### src/rtl/sym_capture_misr.sv
module sym_capture_misr #(
  parameter int SYM_W = 6,
  parameter int SIG_W = 32,
  parameter logic [SIG_W-1:0] POLY = 32'h0040_0007
) (
  input  logic             clk,
  input  logic             rst_n,
  input  logic [SYM_W-1:0] sym_word,
  input  logic             sym_valid,
  input  logic             app_start,
  input  logic             app_end,
  input  logic [SIG_W-1:0] exp_sig,
  output logic [SYM_W-1:0] scan_bits,
  output logic             scan_shift,
  output logic [SIG_W-1:0] signature,
  output logic             check_done,
  output logic             sig_match
);
  localparam int PAD = SIG_W - SYM_W;

  logic             active;
  logic             take;
  logic [SIG_W-1:0] sig_nxt;
  logic [SIG_W-1:0] sig_final;

  assign take      = sym_valid && active && !app_start;
  assign sig_nxt   = {signature[SIG_W-2:0], 1'b0}
                   ^ (signature[SIG_W-1] ? POLY : '0)
                   ^ {{PAD{1'b0}}, sym_word};
  assign sig_final = take ? sig_nxt : signature;

  always_ff @(posedge clk) begin
    if (!rst_n) begin
      signature  <= '0;
      active     <= 1'b0;
      check_done <= 1'b0;
      sig_match  <= 1'b0;
      scan_shift <= 1'b0;
      scan_bits  <= '0;
    end else begin
      if (app_start) begin
        signature  <= '0;
        active     <= 1'b1;
        check_done <= 1'b0;
        sig_match  <= 1'b0;
      end else begin
        signature <= sig_final;
        if (app_end && active) begin
          active     <= 1'b0;
          check_done <= 1'b1;
          sig_match  <= (sig_final == exp_sig);
        end
      end
      scan_shift <= take;
      if (take) scan_bits <= sym_word;
    end
  end
endmodule


### config.mk
export PLATFORM = sky130hd
export DESIGN_NAME = sym_capture_misr
export DESIGN_NICKNAME = d
export VERILOG_FILES = /design/src/rtl/sym_capture_misr.sv
export SDC_FILE = /design/constraint.sdc
export NUM_CORES = 1
export LEC_CHECK = 0
export ABC_CLOCK_PERIOD_IN_PS = 2600
export BUFFER_PORTS_ARGS = -buffer_cell sky130_fd_sc_hd__buf_2
export CAP_MARGIN = 40
export CORE_MARGIN = 4
export CORE_UTILIZATION = 49
export DETAILED_ROUTE_END_ITERATION = 12
export GPL_TIMING_DRIVEN = 0
export PLACE_DENSITY = 0.77
export SLEW_MARGIN = 40
export SYNTH_ARGS = -nofsm -noshare
export SYNTH_HDL_FRONTEND = slang
export SYNTH_SLANG_ARGS = --single-unit
### constraint.sdc
create_clock -name clk -period 2.6 [get_ports clk]
set_clock_uncertainty 0.15 [all_clocks]
set_input_delay 0.52 -clock clk [delete_from_list [all_inputs] [get_ports clk]]
set_output_delay 0.52 -clock clk [all_outputs]
set_load 0.01 [all_outputs]
; Yosys cells after proc, flatten, opt, wreduce, memory -nomap -nowiden
; Cells that the tools add are included.
[totals]
regBits = 42
input_bits = 43
wordCells = 20
output_inout_bits = 41
[classes]
n_reduce_logical = 6
n_eq_ne = 1
n_bitwise = 3
n_mux = 4
[ops]
columns = cell, count
row1 = equality test 32 bit, 1
row2 = two-way mux 32 bit, 1
row3 = bitwise XOR 32 x 23 -> 32 bit, 1
row4 = bitwise XOR 32 x 6 -> 32 bit, 1
row5 = two-way mux 23 bit, 1
row6 = logical AND 1 bit, 3
row7 = two-way mux 1 bit, 2
row8 = nonzero test 2 bit, 1
row9 = OR reduction 2 bit, 1
row10 = zero test 1 bit, 1
row11 = inverter 1 bit, 1

; Depth between registers and ports, before layout
; Gate-level depths: netlist (run 1).
[logic_depth]
word_depth = 5
ltp_mapped = 9
mapped_depth_nobuf = 6

; Worst setup path before layout (run 1)
; Ideal clock, no wire load.
[synth_timing]
path_type = input to register
from = input app_start
to = register sig_match
required_ns = 2.381
path_slack_ns = 0.561
stages = 8
n_path_buf = 2
arrival_ns = 1.820
cell_sequence = and3b_4 > buf_6 > buf_12 > mux2i_1 > o2bb2ai_1 > nor4_1 > nand4_1 > o21ai_1
[synth_between]
elab_chain_cells = 4
elab_cells_between_ends = 5
classes_between = eq/ne (1) / mux (1) / reduce/logical (3)
[synth_lines]
columns = item, line
row1 = "start, declared", 10  ; input logic app_start,
row2 = zero test 1 bit, 26  ; assign take = sym_valid && active && !app_start;
row3 = logical AND 1 bit, 26
row4 = two-way mux 32 bit, 30  ; assign sig_final = take ? sig_nxt : signature;
row5 = equality test 32 bit, 51  ; sig_match <= (sig_final == exp_sig);
row6 = "end signal, assigned", 51
row7 = "end, declared", 17  ; output logic sig_match
; Parallel ways exist; a longest one is shown, timed or not.
; A chain may end at the register's enable or synchronous reset.

; Worst setup path after layout (run 1)
; Ends and elaborated chain as after synthesis.

==> impl_metrics.yaml, run 1 <==
worst_setup_path:
  worstPathArrival_ns: 2.32
  reg2reg_setup_slack_ns: 0.35
  r2r-end: "sig_match"
  critPathKind: "in2reg"
  crit_fanout: 10
  crit_required_ns: 2.67
  crit_path_start: "app_start"
  start_kind: "primary input"
  regToRegStartpoint: "active"
  rr_worst_depth: 9
  crit_path_end_kind: "register"
die:
  die_h_um: 75.25
  rows: 24
  initial_core_util: 0.5089
  boundaryPins: 84
  dieArea_sq_mm: 0.005662
  die_width_um: 75.25
  core-area_sq_mm: 0.004354
grt:
  grt_pass1_vias: 2088
  grt-ovfl-total: 0
  grt_max_degree: 12
  grtUsageTotal: 0.2339
  antenna_found_initial: 0
  grt_first_pass_wirelength_um: 9922
logic_synthesis:
  synth_top_area_share: 0.3794
  ys.flop_type: "dfxtp_1"
  synthXorXnorAreaFrac: 0.1361
  synthMuxAreaShare: 0.1062
  syn_nets: 291
  synthAdderAreaFrac: 0
  yosysTopAreaCell: "dfxtp_1"
  synth_cell_type_count: 41
  synthArstFlopShare: 0
  syn_avg_cell_area_sq_um: 8.935
  yosysWarnings: 0
  synth_top_family_by_area: "simple AND/OR/NAND/NOR gates"
  ys_seq_area_frac: 0.3794
  ys_ff_latch: 42
  synth_edf_count: 0
  yosys.area_share.simple: 0.1739
  synthCells: 248
  synth_compound_area_frac: 0.1417
  synth_area_leaders: "dfxtp_1 (38%), mux2i_1 (9.5%), xnor2_1 (7.9%), nor2_1 (4.9%), nand2_1 (4.4%)"
  netlist_area_sq_mm: 0.002216
run:
  cap_violations: 0
hold_path:
  hp-start: "sig_match"
  min_to: "sig_match"
  hp-class: "reg2reg"
  worstHoldPathCells: 2
routing:
  drt-initial-drc-count: 125
  post-route-drc-count: 0
  viasPerCell: 5.460
  vias: 2124
  drt_wl_total_um: 6352
  dr.pass1.iters: 4
  drt.antenna.violating_nets: 0
  routedWlPerCell_um: 16.33
placed_design:
  routabilityCongestion: 0.8631
  dp_slack_ns: 0.1282
  hpwl_um: 5028
  io_buffers: 82
  place_area_sq_mm: 0.002691
sta:
  timing.fmax_ghz: 0.4447
  layout_setup_ws_ns: 0.3514
  drv_slew: 0
  period_share: 0.8649
  period_minus_slack_ns: 2.249
  maxSlewHeadroom: 0.6334
  worstMarginPinSlew_ns: 0.5500
  rsz0062_at_grt: "no"
  finalHoldViolations: 0
  setup_viol_count_final: 0
  setup_tns_ns: 0
clock_network:
  insertion_delay_ns: 0.29
  post_cts_buffers: 0
  clkSinkCount: 42
  clockBufferDepth: 2
  cts-htree-levels: 2
  hold_buffers: 0
  cts_made_buffers: 5
  clkTransAtPathRegs_ns: 0.07
  tritoncts: "done"
  cts_resized: 0
  cts-root-buf: "clkbuf_8"
finish:
  final_cell_mix: "buf_2 (84), dfxtp_1 (42), nor2_1 (29)"
  antennaDiodeCount: 0
  final_common_cell: "buf_2"
  postLayoutCellArea_sq_mm: 0.002768
  fill_cells: 390
  drive_above_1_share: 0.2849
  regArea_sq_um: 840.8
  fin_nets: 380
  multiInputGateArea_sq_mm: 0.001236
  synthToLayoutAreaGrowth_pct: 24.90
power:
  p_leak_uw: 0.001143
  ir_drop_v: 0.0002054
  pwr_density_cell_mw_per_mm2: 433.6
status:
  run_status: "complete, no violations"
## metrics by stage
stage / utilization / hold WS, ns / power, uW / instances
CTS: 0.6356 / 0.3076 / 1204 / 389
global placement: 0.6181 / 0.2924 / 819.5 / 382
floorplan: - / 0.3197 / 750.1 / 248
finish: 0.6356 / 0.3073 / 1200 / 389
detailed placement: 0.6181 / 0.2977 / 820.6 / 382
global route: 0.6356 / 0.3414 / 1250 / 389
## cells by family (layout without fill, tap and decap cells)
family                    Yosys count  in the layout
buffers and inverters              26            115
xor gates and xnor gates           31             31
DFF                                42             42
muxes                              23             23
and+or+nand+nor                    83             83
AOI/OAI and AO/OA                  43             43
## per-layer routing
layer  up-vias  global-route usage  wire length, um
met5         -                   0                0
met4         0             0.07767              140
met3        14             0.04940              447
met2        81              0.3859             3031
met1       993              0.3052             2732
li1       1036                   -                -
## final cells by class
type | count | share of cell area
buffer | 12 | 0.03119
clock buffer | 7 | 0.02758
inverter | 14 | 0.01899
multi-input combinational | 180 | 0.4467
sequential | 42 | 0.3038
tap | 52 | 0.02351
timing repair buffer | 82 | 0.1483
## critical path: stages
cell and delay (ns):
buf_2 0.12, and3b_4 0.28, buf_6 0.19, buf_12 0.17
mux2i_2 0.26, xnor2_1 0.09, nor4_1 0.33, nand4_1 0.20
o21ai_1 0.16
## synth_stat cells, types with 3 or more instances
cell type	instances
dfxtp_1	42
a21boi_0	7
mux2i_1	21
a221oi_1	3
nor4_1	4
nor2b_1	8
a21oi_1	8
o22ai_1	4
xor2_1	9
clkbuf_1	5
inv_1	14
xnor2_1	20
buf_6	3
o2bb2ai_1	3
nand2_1	26
nor2_1	29
nand3_1	5
a211oi_1	4
## registers in the layout, indices dropped and copies added (netlist names)
signal,flops
active,1
check_done,1
scan_bits,6
scan_shift,1
sig_match,1
signature,32
## worst max path at each step
stage / endpoint / slack (ns)
global placement: sig_match / 0.11
floorplan: sig_match / 0.56
detailed placement: sig_match / 0.13
finish: sig_match / 0.35
CTS: sig_match / 0.39
global route: sig_match / 0.29
## report_power, final
group | switching [uW] | total, uW | leakage (uW) | internal (uW)
registers | 3.45 | 651 | 0.000339 | 648
logic | 82.5 | 156 | 0.000765 | 73.7
clock network | 208 | 393 | 0.0000383 | 185
total | 294 | 1200 | 0.00114 | 907
No activity file was read; power rests on OpenSTA's default activity.
==> inputs of run 2 (changes only) <==
--- a/config.mk
+++ b/config.mk
@@ -13,6 +13,7 @@
 export DETAILED_ROUTE_END_ITERATION = 12
 export GPL_TIMING_DRIVEN = 0
 export PLACE_DENSITY = 0.77
+export REMOVE_ABC_BUFFERS = 1
 export SLEW_MARGIN = 40
 export SYNTH_ARGS = -nofsm -noshare
 export SYNTH_HDL_FRONTEND = slang
==> run 2 against run 1 <==
Hold slack worse by 0.0029 ns. Setup slack worse by 0.14 ns. Largest power group unchanged. Highest routed layer unchanged. Total power up 2.6%. Global-route usage down 2.3 points. Count of clock-buffer cells in the layout unchanged. Final cell count down 2.3%.
==> impl_metrics.yaml, run 2 (synthesized netlist as in run 1, its figures left out) <==
status:
  run_status: "complete, no violations"
sta:
  timing.fmax_ghz: 0.4191
  finalHoldViolations: 0
  maxSlewHeadroom: 0.4079
  setup_viol_count_final: 0
  drv_slew: 0
  rsz0062_at_grt: "no"
  setup_tns_ns: 0
  period_share: 0.9178
  worstMarginPinSlew_ns: 0.8882
  period_minus_slack_ns: 2.386
routing:
  drt-initial-drc-count: 130
  routedWlPerCell_um: 15.75
  vias: 2043
  drt.antenna.violating_nets: 0
  viasPerCell: 5.376
  drt_wl_total_um: 5985
  dr.pass1.iters: 4
  post-route-drc-count: 0
worst_setup_path:
  worst_path_largest_cell_delay_ns: 0.56
  crit_required_ns: 2.68
  crit_chain: "and3b_4 -> mux2i_1 -> o22ai_1 -> nor4_1 -> nand4_1 -> o21ai_1"
  crit_buf_inv: 0
  slowest_stage: "and3b_4"
  crit_fanout: 23
  start_kind: "register"
  critPathKind: "reg2reg"
  crit_path_end_kind: "register"
  worstPathArrival_ns: 2.47
  critPathTopFamily: "simple AND/OR/NAND/NOR gates"
finish:
  drive_above_1_share: 0.2866
  fill_cells: 388
  top_register: "signature"
  top_regs: "signature x32, scan_bits x6"
  largest_register_ffs: 32
  final_common_cell: "buf_2"
  final_cell_mix: "buf_2 (83), dfxtp_1 (42), nor2_1 (29)"
  synthToLayoutAreaGrowth_pct: 22.42
  fin_nets: 370
  instances_no_fill: 380
  antennaDiodeCount: 0
  fin_util: 0.6230
placed_design:
  hpwl_um: 4506
  placed_cells: 371
  io_buffers: 83
  routabilityCongestion: 0.9239
grt:
  grt-ovfl-total: 0
  grt_first_pass_wirelength_um: 8928
  grt_max_degree: 47
  met3_usage: 0.05207
  busiest_layer: "met2"
  grt_use_met2: 0.3385
  grtUsageMet1: 0.2778
  grtUsageTotal: 0.2107
  grt_pass1_vias: 1869
  antenna_found_initial: 0
clock_network:
  clockBufferDepth: 2
  hold_buffers: 0
  insertion_delay_ns: 0.30
  tritoncts: "done"
  clkTransAtPathRegs_ns: 0.08
  cts-root-buf: "clkbuf_8"
  cts_made_buffers: 5
  cts-htree-levels: 2
  clkSinkCount: 42
die:
  initial_core_util: 0.5089
  die_h_um: 75.25
  rows: 24
  dieArea_sq_mm: 0.005662
  die_width_um: 75.25
  core-area_sq_mm: 0.004354
  boundaryPins: 84
power:
  pwr_density_cell_mw_per_mm2: 453.8
  p_leak_uw: 0.001119
  p_total_uw: 1231
  ir_drop_v: 0.0002554
run:
  cap_violations: 0
hold_path:
  hp-class: "reg2reg"
## run 2: worst register-to-register path, delay by kind of cell, from the launching register on
family             cells  cell delay, ns
AOI/OAI and AO/OA      2            0.26
muxes                  1            0.41
and+or+nand+nor        3            1.01
DFF                    1            0.49
## run 2: repair_timing
action                                  4_1_cts  5_1_grt
endpoints found under the setup margin        0        1
setup buffers                                 0        0
resized for setup                             0        0
## run 2: stage by stage
step	area, sq um	worst slack (ns)	hold WS, ns
4_1_cts	2704	0.05207	0.3066
6_report	2713	0.2137	0.3044
2_1_floorplan	2130	0.3335	0.3197
3_5_place_dp	2613	-0.1802	0.2985
5_1_grt	2713	0.03639	0.3254
3_3_place_gp	2610	-0.1654	0.2885
## run 2: path summary, 6_finish.rpt
path              startpoint  cells after the start  slack, ns         to
setup / recovery      active                      6       0.21  sig_match
hold / removal     sig_match                      2       0.30  sig_match
setup reg to reg      active                      6       0.21  sig_match
hold reg to reg    sig_match                      2       0.30  sig_match
## run 2: report_power, final
part,total (uW),switching (uW),internal [uW]
combinational,143,75.5,67.8
clock,435,220,214
sequential,653,5.04,648
total,1230,301,930
## run 2: layer usage
layer  routed length [um]  vias to the layer above
li1                     -                     1018
met1                 2598                      940
met2                 2764                       78
met3                  534                        7
met4                   88                        0
met5                    0                        -
## run 2: area by class of cell
type,count,area [sq um],area share
timing repair buffer,83,415.4,0.1531
multi-input combinational,181,1247,0.4599
inverter,14,52.55,0.01937
clock inverter,1,5.005,0.001845
clock buffer,7,86.33,0.03183
tap,52,65.06,0.02399
sequential,42,840.8,0.3100
